[src/rtl/wadc_pkg.sv]
package wadc_pkg;

  typedef enum logic [1:0] {
    Z_IN    = 2'd0,
    Z_ABOVE = 2'd1,
    Z_BELOW = 2'd2
  } zone_t;

  typedef enum logic [1:0] {
    CS_PASS = 2'd0,
    CS_OFF  = 2'd1,
    CS_ON   = 2'd2,
    CS_HOLD = 2'd3
  } clamp_st_t;

  // The top comparator wins, because turning the phases off is the safe choice.
  function automatic zone_t classify(input logic top_bit, input logic bot_bit);
    if (top_bit)       return Z_ABOVE;
    else if (!bot_bit) return Z_BELOW;
    else               return Z_IN;
  endfunction

  function automatic logic is_clamp(input clamp_st_t s);
    return (s == CS_OFF) || (s == CS_ON);
  endfunction

endpackage

[src/rtl/wadc_sync.sv]
module wadc_sync #(
  parameter int W = 4,
  parameter logic [W-1:0] RST_VAL = '0
) (
  input  logic         clk,
  input  logic         rst_n,
  input  logic [W-1:0] d_i,
  output logic [W-1:0] q_o
);

  logic [W-1:0] meta_q;
  logic [W-1:0] sync_q;

  for (genvar k = 0; k < W; k++) begin : g_bit
    always_ff @(posedge clk or negedge rst_n) begin
      if (!rst_n) begin
        meta_q[k] <= RST_VAL[k];
        sync_q[k] <= RST_VAL[k];
      end else begin
        meta_q[k] <= d_i[k];
        sync_q[k] <= meta_q[k];
      end
    end
  end

  assign q_o = sync_q;

endmodule

[src/rtl/wadc_decode.sv]
module wadc_decode
  import wadc_pkg::*;
#(
  parameter int NCMP  = 4,
  parameter int ERR_W = 4
) (
  input  logic                    clk,
  input  logic                    rst_n,
  input  logic [NCMP-1:0]         code_i,
  input  zone_t                   zone_i,
  input  logic                    sample_i,
  output logic signed [ERR_W-1:0] err_o
);

  localparam int CNT_W  = $clog2(NCMP + 1);
  localparam int CENTER = NCMP / 2;
  localparam logic signed [ERR_W-1:0] ERR_MAX = {1'b0, {(ERR_W-1){1'b1}}};
  localparam logic signed [ERR_W-1:0] ERR_MIN = {1'b1, {(ERR_W-1){1'b0}}};

  logic [CNT_W-1:0]         ones_cnt;
  logic signed [ERR_W-1:0]  err_lin;
  logic signed [ERR_W-1:0]  err_nxt;
  logic signed [ERR_W-1:0]  err_q;

  // Ones count, so that a bubble in the thermometer code does not change the result.
  always_comb begin
    ones_cnt = '0;
    for (int k = 0; k < NCMP; k++) begin
      ones_cnt = ones_cnt + CNT_W'(code_i[k]);
    end
  end

  assign err_lin = $signed(ERR_W'(CENTER)) - $signed(ERR_W'(ones_cnt));

  always_comb begin
    unique case (zone_i)
      Z_ABOVE: err_nxt = ERR_MIN;
      Z_BELOW: err_nxt = ERR_MAX;
      default: err_nxt = err_lin;
    endcase
  end

  always_ff @(posedge clk or negedge rst_n) begin
    if (!rst_n)        err_q <= '0;
    else if (sample_i) err_q <= err_nxt;
  end

  assign err_o = err_q;

endmodule

[src/rtl/wadc_clamp.sv]
module wadc_clamp
  import wadc_pkg::*;
#(
  parameter int NPH = 4
) (
  input  logic           clk,
  input  logic           rst_n,
  input  zone_t          zone_i,
  input  logic           period_i,
  input  logic [NPH-1:0] pwm_i,
  output logic [NPH-1:0] pwm_o,
  output clamp_st_t      st_o,
  output logic           release_o
);

  clamp_st_t st_q, st_d;
  logic      lvl_q, lvl_d;

  always_comb begin
    st_d  = st_q;
    lvl_d = lvl_q;
    unique case (zone_i)
      Z_ABOVE: begin
        st_d  = CS_OFF;
        lvl_d = 1'b0;
      end
      Z_BELOW: begin
        st_d  = CS_ON;
        lvl_d = 1'b1;
      end
      default: begin
        if (is_clamp(st_q))                      st_d = CS_HOLD;
        else if (st_q == CS_HOLD && period_i)    st_d = CS_PASS;
      end
    endcase
  end

  always_ff @(posedge clk or negedge rst_n) begin
    if (!rst_n) begin
      st_q  <= CS_PASS;
      lvl_q <= 1'b0;
    end else begin
      st_q  <= st_d;
      lvl_q <= lvl_d;
    end
  end

  // The hold ends in the boundary cycle itself, so the first period after the clamp is not shortened.
  assign release_o = (st_q == CS_HOLD) && period_i && (zone_i == Z_IN);

  for (genvar p = 0; p < NPH; p++) begin : g_phase
    always_comb begin
      if (st_q == CS_PASS || release_o) pwm_o[p] = pwm_i[p];
      else                              pwm_o[p] = lvl_q;
    end
  end

  assign st_o = st_q;

endmodule

[src/rtl/wadc_err_clamp.sv]
module wadc_err_clamp
  import wadc_pkg::*;
#(
  parameter int NCMP  = 4,
  parameter int NPH   = 4,
  parameter int ERR_W = $clog2(NCMP + 1) + 1
) (
  input  logic                    clk,
  input  logic                    rst_n,
  input  logic [NCMP-1:0]         cmp_i,
  input  logic                    sample_i,
  input  logic [NPH-1:0]          pwm_i,
  input  logic                    period_i,
  output logic signed [ERR_W-1:0] err_o,
  output logic [NPH-1:0]          pwm_o
);

  localparam int CENTER = NCMP / 2;
  // The reset value is a mid-window code, so that no clamp fires while the synchronizers fill.
  localparam logic [NCMP-1:0] RST_CODE = NCMP'((64'd1 << CENTER) - 64'd1);

  logic [NCMP-1:0] cmp_sync;
  zone_t           zone_w;
  clamp_st_t       st_w;
  logic            release_w;

  wadc_sync #(.W(NCMP), .RST_VAL(RST_CODE)) u_sync (
    .clk   (clk),
    .rst_n (rst_n),
    .d_i   (cmp_i),
    .q_o   (cmp_sync)
  );

  assign zone_w = classify(cmp_sync[NCMP-1], cmp_sync[0]);

  wadc_decode #(.NCMP(NCMP), .ERR_W(ERR_W)) u_dec (
    .clk      (clk),
    .rst_n    (rst_n),
    .code_i   (cmp_sync),
    .zone_i   (zone_w),
    .sample_i (sample_i),
    .err_o    (err_o)
  );

  wadc_clamp #(.NPH(NPH)) u_clamp (
    .clk       (clk),
    .rst_n     (rst_n),
    .zone_i    (zone_w),
    .period_i  (period_i),
    .pwm_i     (pwm_i),
    .pwm_o     (pwm_o),
    .st_o      (st_w),
    .release_o (release_w)
  );

endmodule

[config.mk]
export PLATFORM = sky130hd
export DESIGN_NAME = wadc_err_clamp
export DESIGN_NICKNAME = d
export VERILOG_FILES = /design/src/rtl/wadc_pkg.sv /design/src/rtl/wadc_sync.sv /design/src/rtl/wadc_decode.sv /design/src/rtl/wadc_clamp.sv /design/src/rtl/wadc_err_clamp.sv
export SDC_FILE = /design/constraint.sdc
export NUM_CORES = 1
export LEC_CHECK = 0
export ABC_AREA = 1
export BUFFER_PORTS_ARGS = -buffer_cell sky130_fd_sc_hd__buf_2
export CAP_MARGIN = 30
export CORE_MARGIN = 5
export CORE_UTILIZATION = 45
export CTS_BUF_LIST = sky130_fd_sc_hd__clkbuf_8 sky130_fd_sc_hd__clkbuf_16
export CTS_CLUSTER_DIAMETER = 40
export DETAILED_ROUTE_END_ITERATION = 10
export HOLD_SLACK_MARGIN = 0.03
export PLACE_DENSITY = 0.71
export SYNTH_ARGS = -nofsm -noshare
export SYNTH_HDL_FRONTEND = slang
export SYNTH_SLANG_ARGS = --single-unit
[constraint.sdc]
create_clock -name clk -period 2.8 [get_ports clk]
set_clock_uncertainty 0.15 [all_clocks]
set_input_delay 0.42 -clock clk [delete_from_list [all_inputs] [get_ports clk]]
set_output_delay 0.42 -clock clk [all_outputs]
set_load 0.01 [all_outputs]
; ---- Yosys cells after proc, flatten, opt, wreduce, memory -nomap -nowiden
; Index checks and enable logic that the tools add are counted.
[classes]
n_eq_ne = 5
mux = 11
addsub = 4
n_reduce_logical = 8
[ops]
columns = operator, n
row1 = 2-bit two-way mux, 4
row2 = 4-bit case mux with 2 select lines, 1
row3 = 3-bit by 1-bit adder with 3-bit output, 2
row4 = 2-bit equality test (second input constant), 3
row5 = 2-bit by 1-bit equality test with 1-bit output (second input constant), 2
row6 = 2-bit logical NOT, 2
row7 = 1-bit two-way mux, 4
row8 = 2-bit case mux with 2 select lines, 1
row9 = 4-bit nonzero test, 1
row10 = 2-bit by 3-bit subtractor with 4-bit output (first input constant), 1
row11 = 1-bit by 1-bit adder with 2-bit output, 1
row12 = 1-bit logical AND, 2
row13 = 1-bit logical OR, 2
row14 = 1-bit case mux with 2 select lines, 1
row15 = 2-bit nonzero test, 1
[word_totals]
regBits = 15
wordCells = 39
input_bits = 12

; ---- Depth between registers and ports, before layout
; Gate-level depths: netlist of the first run.
[logic_depth]
ltp_word = 6
depth_mapped = 7
depth_no_buf = 7

; ---- Hierarchy
; From an unflattened synthesis of the first run, not the netlist that was laid out.
[unflattened]
cells_unflattened = 91
area_unflattened_um2 = 780.7
[by_module_without_submodules]
columns = mod, n_inst, area_per_inst_um2, cells_each
row1 = wadc_decode, 1, 292.8, 41
row2 = wadc_clamp, 1, 279.0, 41
row3 = wadc_sync, 1, 205.2, 8
row4 = wadc_err_clamp, 1, 3.8, 1

; ---- Least setup slack after synthesis of the first run
; Ideal clock, no wire load.
[synth_path]
kind = flip-flop to flip-flop
from = reg u_sync.sync_q[0], in the netlist u_sync.q_o[0]
to = reg u_dec.err_q[1], in the netlist u_dec.err_o[1]
path_stages_with_launch = 7
setup_ps = 123
n_path_buf = 0
path_slack_ps = 655
synth_period_minus_slack_ps = 2145
t_arrival_ps = 1872
cell_sequence = dfstp_2 > ha_1 > inv_1 > fa_1 > fa_1 > o21ai_0 > nand2_1
[synth_between]
elab_chain_cells = 5
word_cells_on_any_way = 9
cone_classes = add/sub: 4 / eq/ne: 2 / mux: 3
[synth_rtl]
columns = element, line_no
row1 = "start, declared", wadc_sync.sv:12  ; logic [W-1:0] sync_q;
row2 = "start signal, assigned by index", wadc_sync.sv:18  ; sync_q[k] <= RST_VAL[k];
row3 = "start signal, assigned by index", wadc_sync.sv:21  ; sync_q[k] <= meta_q[k];
row4 = 1-bit by 1-bit adder with 2-bit output, wadc_decode.sv:29  ; ones_cnt = ones_cnt + CNT_W'(code_i[k]);
row5 = 3-bit by 1-bit adder with 3-bit output (2 in a row), wadc_decode.sv:29
row6 = 2-bit by 3-bit subtractor with 4-bit output, wadc_decode.sv:33  ; assign err_lin = $signed(ERR_W'(CENTER)) - $signed(ERR_W'(ones_cnt));
row7 = 4-bit case mux with 2 select lines (*), wadc_decode.sv:36  ; unique case (zone_i)
row8 = "end signal, assigned", wadc_decode.sv:45  ; else if (sample_i) err_q <= err_nxt;
row9 = "end, declared", wadc_decode.sv:23  ; logic signed [ERR_W-1:0] err_q;
; Every way passes the cells marked *; elsewhere a longest branch is shown, timed or not.
; A chain may end at the register's enable or synchronous reset.

; ---- Worst setup path in the final report of the first run
; Ends and elaborated chain as after synthesis.

==> Flow_metrics.wiki, run 1 <==
{| class="wikitable"
! Metric !! Value
|-
| Status || finished clean
|-
| Classification of the worst setup path || reg -> reg
|-
| FF+latch count, synth || 15
|-
| Horizontal extent of the die || 48.6 um
|-
| Fmax || 448 MHz
|-
| Global routing met3 resource utilization || 5.21%
|-
| Clk_lat worst skew || 0.25 ns
|-
| Sum of internal, switching and leakage power || 0.525 mW
|-
| DRT iter0 DRCs || 5
|-
| Placement Rows || 14
|-
| Clock buffer count from CTS || 3
|-
| Vias in the first global route || 478
|-
| Number of cells produced by synthesis || 67
|-
| Maximum fanout count along the critical path || 5
|-
| Power density over cell area || 622 nW/um^2
|-
| Count of input and output buffers || 19
|-
| Die Y-Extent || 48.6 um
|-
| End point of the worst hold path || u_sync.meta_q[1]
|-
| Pleak || 0.466 nW
|-
| Largest net degree at the start of global routing || 16
|-
| Worst setup slack for register-to-register paths || 0.57 ns
|-
| Synth Net Count || 84
|-
| Root buffer selected by CTS || sky130_fd_sc_hd__clkbuf_8
|-
| Number of placed instances, taps included || 102
|-
| Cell count of the worst reg-to-reg path || 6
|-
| Total wirelength of the detailed-routed design || 1080 um
|-
| Startpoint of the tightest hold check path || cmp_i[1]
|-
| WP data arrival || 2.22 ns
|-
| Final critical path time including I/O delays and setup || 2.23 ns
|-
| Final routed DRC violation total || 0
|-
| Count of vias placed by the detailed router || 504
|-
| Worst slew margin relative to its limit || 79.1%
|-
| Maximum buffer depth of the clock tree || 2
|-
| Iteration count of the initial detailed-routing pass || 4
|-
| Number of distinct library cell variants in the gate-level netlist after synthesis || 15
|-
| Ordered list of cells on the worst path || ha_1 -> inv_1 -> fa_1 -> fa_1 -> o21ai_0 -> nand2_1
|-
| Combined buffer and inverter count along the critical path || 1
|-
| Xor and xnor area share after synthesis || 0%
|-
| Hold Path Depth || 1
|-
| Synthesized cell area || 669 um^2
|-
| Starting Density || 46.0%
|-
| Worst reg2reg endpoint || u_dec.err_o[1]
|-
| CTS tree || yes
|-
| CP delay by family, top || adder cells
|-
| Crit end category || register
|-
| Area growth from synthesis to layout || 26.0%
|-
| RSZ-0062 raised after global routing || no
|-
| Slew Limit Fails || 0
|-
| Hold Path Class || in -> reg
|-
| CP max stage delay || 0.57 ns
|-
| Floorplan core area || 1450 um^2
|-
| Maximum VDD drop || 0.537 mV
|-
| Proportion of layout cells with a drive suffix above 1 || 35.2%
|-
| Routability Congestion || 0.737
|-
| Met2 Use GR || 17.4%
|-
| Multi-input logic area || 244 um^2
|-
| Launch point of the worst reg-to-reg path || u_sync.q_o[0]
|-
| Post-Synthesis Mean Instance Area || 9.99 um^2
|-
| Dominant cells by area after synthesis || sky130_fd_sc_hd__dfrtp_1, sky130_fd_sc_hd__dfstp_2, sky130_fd_sc_hd__nand2_1
|-
| Highest-count cells in the layout ignoring fill and taps || sky130_fd_sc_hd__nand2_1, sky130_fd_sc_hd__buf_2, sky130_fd_sc_hd__inv_1, sky130_fd_sc_hd__dfrtp_1
|-
| Sequential cell area fraction in the yosys report || 56.8%
|-
| Antenna violations before repair || 0
|-
| Multiplexer share of the synthesized area || 0%
|-
| Total overflow reported by the global router || 0
|-
| Placed wire-length estimate after detailed placement || 887 um
|-
| Most common cell after layout, fill and taps aside || sky130_fd_sc_hd__nand2_1
|-
| Ant. Diodes || 0
|-
| Ports placed on the boundary || 20
|-
| Cell with the biggest individual delay on the critical path || sky130_fd_sc_hd__dfstp_2
|-
| Worst path required time || 2.79 ns
|-
| Final ANT Viol Nets || 0
|-
| Combinational family with the most area after synthesis || simple AND/OR/NAND/NOR gates
|-
| Share of the cycle needed by the critical path after routing || 79.7%
|-
| MaxCap Viol Count || 0
|-
| Post-route insts no fill || 107
|-
| Compound-gate portion of the synthesized area || 3.74%
|-
| Grt met1 use || 14.0%
|-
| Number of warnings printed during yosys synthesis || 0
|-
| Fin. Hold Viols || 0
|-
| Die footprint || 2360 um^2
|-
| Post-detailed-route wirelength per cell || 10.1 um
|-
| FF/Latch Area || 380 um^2
|-
| Fill cells || 133
|-
| GR Util All Layers || 11.2%
|-
| Area fraction of the dominant cell type after synthesis || 41.1%
|-
| Clock Pin Slew Worst Setup and Hold Paths || 0.06 ns
|-
| Global-route wire length before repair || 2090 um
|-
| Layout Nets || 109
|-
| Top Usage Layer GRT || met2
|-
| Largest area contributor in the synthesized netlist || sky130_fd_sc_hd__dfrtp_1
|-
| Summed negative setup slack over all endpoints || 0 ns
|-
| Detail-routed via count per cell || 4.71
|-
| Hold slack final || 0.119 ns
|-
| Most Frequent Cell on Critical Path || sky130_fd_sc_hd__fa_1
|-
| Adder-cell area share of the yosys netlist || 11.6%
|-
| Clock net sink count || 15
|-
| Tightest Pin Transition || 0.314 ns
|-
| Post-Synth Simple-Gate Area || 21.1%
|-
| Worst setup path startpoint || u_sync.q_o[0]
|-
| Count of H-tree levels built during CTS || 1
|-
| Count of final setup violators || 0
|-
| CP startpoint kind || register
|}
worst max path at each step:
| stage | end | slack (ns) | cells after the start |
|---|---|---|---|
| floorplan | u_dec.err_o[1] | 0.65 | 6 |
| global placement | u_dec.err_o[1] | 0.64 | 6 |
| detailed placement | u_dec.err_o[1] | 0.56 | 6 |
| CTS | u_dec.err_o[1] | 0.56 | 6 |
| global route | u_dec.err_o[1] | 0.38 | 6 |
| finish | u_dec.err_o[1] | 0.57 | 6 |
per-stage QoR:
stage	setup slack, ns	utilization (%)	area [um^2]
5_1_grt	0.381	58.0	843
3_3_place_gp	0.639	54.0	785
4_1_cts	0.556	58.0	843
2_1_floorplan	0.655	-	669
6_report	0.569	58.0	843
3_5_place_dp	0.565	54.0	785
Yosys cell counts (all sizes together):
master / count
a21oi: 2
dfrtp: 11
dfstp: 4
fa: 2
ha: 3
inv: 12
nand2: 22
nand3: 1
nand4: 2
nor2: 5
o21ai: 3
flip-flops by register name, indices dropped and copies added, names as in the netlist:
| signal | count |
|---|---|
| u_clamp.lvl_q | 1 |
| u_clamp.st_o | 2 |
| u_dec.err_o | 4 |
| u_sync.meta_q | 4 |
| u_sync.q_o | 4 |
power breakdown:
group	total, mW	internal [mW]	switching [mW]
combinational	0.0998	0.0420	0.0578
sequential	0.248	0.238	0.0109
clock	0.177	0.0998	0.0768
total	0.525	0.379	0.145
logic make-up (layout without fill, tap and decap cells):
logic type,after synthesis,in the layout
AND/OR/NAND/NOR,30,30
flip-flops,15,15
buffers and inverters,12,36
AO/OA/AOI/OAI,5,5
adder cells (fa/ha/maj),5,5
metal layers:
metal	vias up	routed length [um]
li1	252	-
met1	232	422
met2	18	532
met3	2	113
met4	0	12
met5	-	0
area by class of cell:
cell class	count	share of cell area, %
Sequential cell	15	45.1
Multi-Input combinational cell	40	28.9
Timing Repair Buffer	20	12.5
Inverter	12	5.34
Clock buffer	3	4.90
Tap cell	16	2.37
Clock inverter	1	0.890
timing repair:
action / CTS / global route
hold buffers: 1 / 0
gates resized for setup: 0 / 0
setup buffers: 0 / 0
endpoints found under the hold margin: 11 / 0
No activity file was read; power rests on OpenSTA's default activity.
==> inputs of run 2 (changes only) <==
Clock period 2.8 ns to 2.2 ns, I/O delays scaled along.
==> run 2 against run 1 <==
Net effect: register-to-register slack got worse by 0.49 ns; count of clock-buffer cells in the layout did not move; critical path depth did not move; sequential share of layout area fell by 1.6 points; sequential power rose by 27%; worst setup slack got worse by 0.49 ns; total power rose by 26%; combinational power rose by 35%.
==> Flow_metrics.wiki, run 2 (synthesis results as in run 1) <==
{| class="wikitable"
! Metric !! Value
|-
| Root buffer selected by CTS || sky130_fd_sc_hd__clkbuf_8
|-
| Highest signal layer in the routed design || met4
|-
| Status || finished clean
|-
| Power density over cell area || 756 nW/um^2
|-
| Placed wire-length estimate after detailed placement || 856 um
|-
| Post-detailed-route wirelength per cell || 9.97 um
|-
| P_int || 0.485 mW
|-
| Maximum fanout count along the critical path || 2
|-
| Detailed route wirelength on metal2 || 510 um
|-
| Summed negative setup slack over all endpoints || 0 ns
|-
| Maximum VDD drop || 0.556 mV
|-
| Floorplan core area || 1450 um^2
|-
| Clk_lat worst skew || 0.24 ns
|-
| Routability Congestion || 0.712
|-
| Reg power frac || 47.8%
|-
| Antenna violations before repair || 0
|-
| WP data arrival || 2.15 ns
|-
| Fin. Hold Viols || 0
|-
| Hold Path Class || in -> reg
|-
| Worst path required time || 2.23 ns
|-
| Ports placed on the boundary || 20
|-
| Count of vias placed by the detailed router || 491
|-
| Most common cell after layout, fill and taps aside || sky130_fd_sc_hd__nand2_1
|-
| Starting Density || 46.0%
|-
| Count of input and output buffers || 19
|-
| Slew Limit Fails || 0
|-
| Vias in the first global route || 486
|-
| Pre-CTS setup slack || 0.0493 ns
|-
| Post-layout util || 60.1%
|-
| Switching power of the nets || 0.175 mW
|-
| Tightest Pin Transition || 0.315 ns
|-
| Setup slack of the critical path after layout || 0.0840 ns
|-
| Area growth from synthesis to layout || 30.5%
|-
| Total overflow reported by the global router || 0
|-
| Post-Layout Inst Area || 873 um^2
|-
| DRT met1 WL || 462 um
|-
| Final routed DRC violation total || 0
|-
| Largest net degree at the start of global routing || 16
|-
| Total wirelength of the detailed-routed design || 1100 um
|-
| Highest-count cells in the layout ignoring fill and taps || sky130_fd_sc_hd__nand2_1, sky130_fd_sc_hd__buf_2, sky130_fd_sc_hd__inv_1, sky130_fd_sc_hd__dfrtp_1
|-
| Worst slew margin relative to its limit || 79.0%
|-
| Count of H-tree levels built during CTS || 1
|-
| Clock net sink count || 15
|-
| Switching share of power || 26.5%
|-
| Iteration count of the initial detailed-routing pass || 4
|-
| Placement Rows || 14
|-
| Global-route wire length before repair || 2060 um
|-
| MaxCap Viol Count || 0
|-
| Combined buffer and inverter count along the critical path || 1
|-
| GR Util All Layers || 11.1%
|-
| CP max stage delay || 0.55 ns
|-
| Ordered list of cells on the worst path || ha_1 -> inv_1 -> fa_1 -> fa_2 -> o21ai_2 -> nand2_1
|-
| Proportion of layout cells with a drive suffix above 1 || 36.2%
|-
| Area of placed instances || 792 um^2
|-
| Fmax || 473 MHz
|-
| Die footprint || 2360 um^2
|-
| Sum of internal, switching and leakage power || 0.660 mW
|-
| Final ANT Viol Nets || 0
|-
| CTS tree || yes
|-
| RSZ-0062 raised after global routing || no
|-
| Crit end category || register
|-
| Clock Pin Slew Worst Setup and Hold Paths || 0.06 ns
|-
| Count of final setup violators || 0
|-
| Horizontal extent of the die || 48.6 um
|-
| Clk network pwr share || 31.8%
|-
| Final critical path time including I/O delays and setup || 2.12 ns
|-
| Clock buffer count from CTS || 3
|-
| Maximum buffer depth of the clock tree || 2
|-
| CP startpoint kind || register
|-
| Detail-routed via count per cell || 4.46
|-
| Met3 WL post-DR || 92 um
|-
| Share of the cycle needed by the critical path after routing || 96.2%
|-
| Classification of the worst setup path || reg -> reg
|-
| Pleak || 0.485 nW
|-
| Gate power share || 20.5%
|-
| CP delay by family, top || adder cells
|-
| Layout Nets || 112
|-
| Die Y-Extent || 48.6 um
|-
| Cell with the biggest individual delay on the critical path || sky130_fd_sc_hd__fa_2
|-
| Ant. Diodes || 0
|-
| DRT iter0 DRCs || 5
|}
[run 2: path summary, 6_finish.rpt]
check	start	to	slack, ns	cells past startpoint
min in group asynchronous	rst_n	u_dec.err_o[1]	0.37	2
max	u_sync.q_o[0]	u_dec.err_o[1]	0.08	6
min reg2reg	u_sync.meta_q[3]	u_sync.q_o[3]	0.20	0
max reg2reg	u_sync.q_o[0]	u_dec.err_o[1]	0.08	6
min	cmp_i[3]	u_sync.meta_q[3]	0.04	1
max in group asynchronous	rst_n	u_sync.q_o[1]	1.25	2
[run 2: repair_timing]
item                                    CTS  global route
hold endpoints to repair                 12             1
hold buffers                              2             1
resized for setup                         0             3
buffers inserted                          0             0
endpoints found under the setup margin    0             2
[run 2: stage by stage]
| step | cells | hold slack [ns] |
|---|---|---|
| after floorplan | 67 | -0.116 |
| after global placement | 103 | 0.0902 |
| after detailed placement | 103 | 0.0938 |
| after CTS | 109 | 0.0325 |
| after global routing | 110 | 0.0359 |
| final | 110 | 0.0434 |
[run 2: area by class of cell]
cell class                      count  area (um^2)
Timing Repair Buffer               23          133
Fill cell                         138          581
Sequential cell                    15          380
Tap cell                           16         20.0
Inverter                           12         45.0
Clock inverter                      1         3.75
Clock buffer                        3         41.3
Multi-Input combinational cell     40          250
[run 2: power by group through the flow]
stage,Sequential [mW],Combinational [mW],Clock [mW]
5_1_grt,0.318,0.158,0.235
6_report,0.315,0.135,0.210
2_1_floorplan,0.324,0.0743,0
3_3_place_gp,0.319,0.124,0
4_1_cts,0.315,0.132,0.216
3_5_place_dp,0.320,0.129,0
[run 2: metal layers]
metal,vias up,global-route usage [%]
li1,256,-
met1,214,12.4
met2,17,17.8
met3,4,3.99
met4,0,6.73
met5,-,0
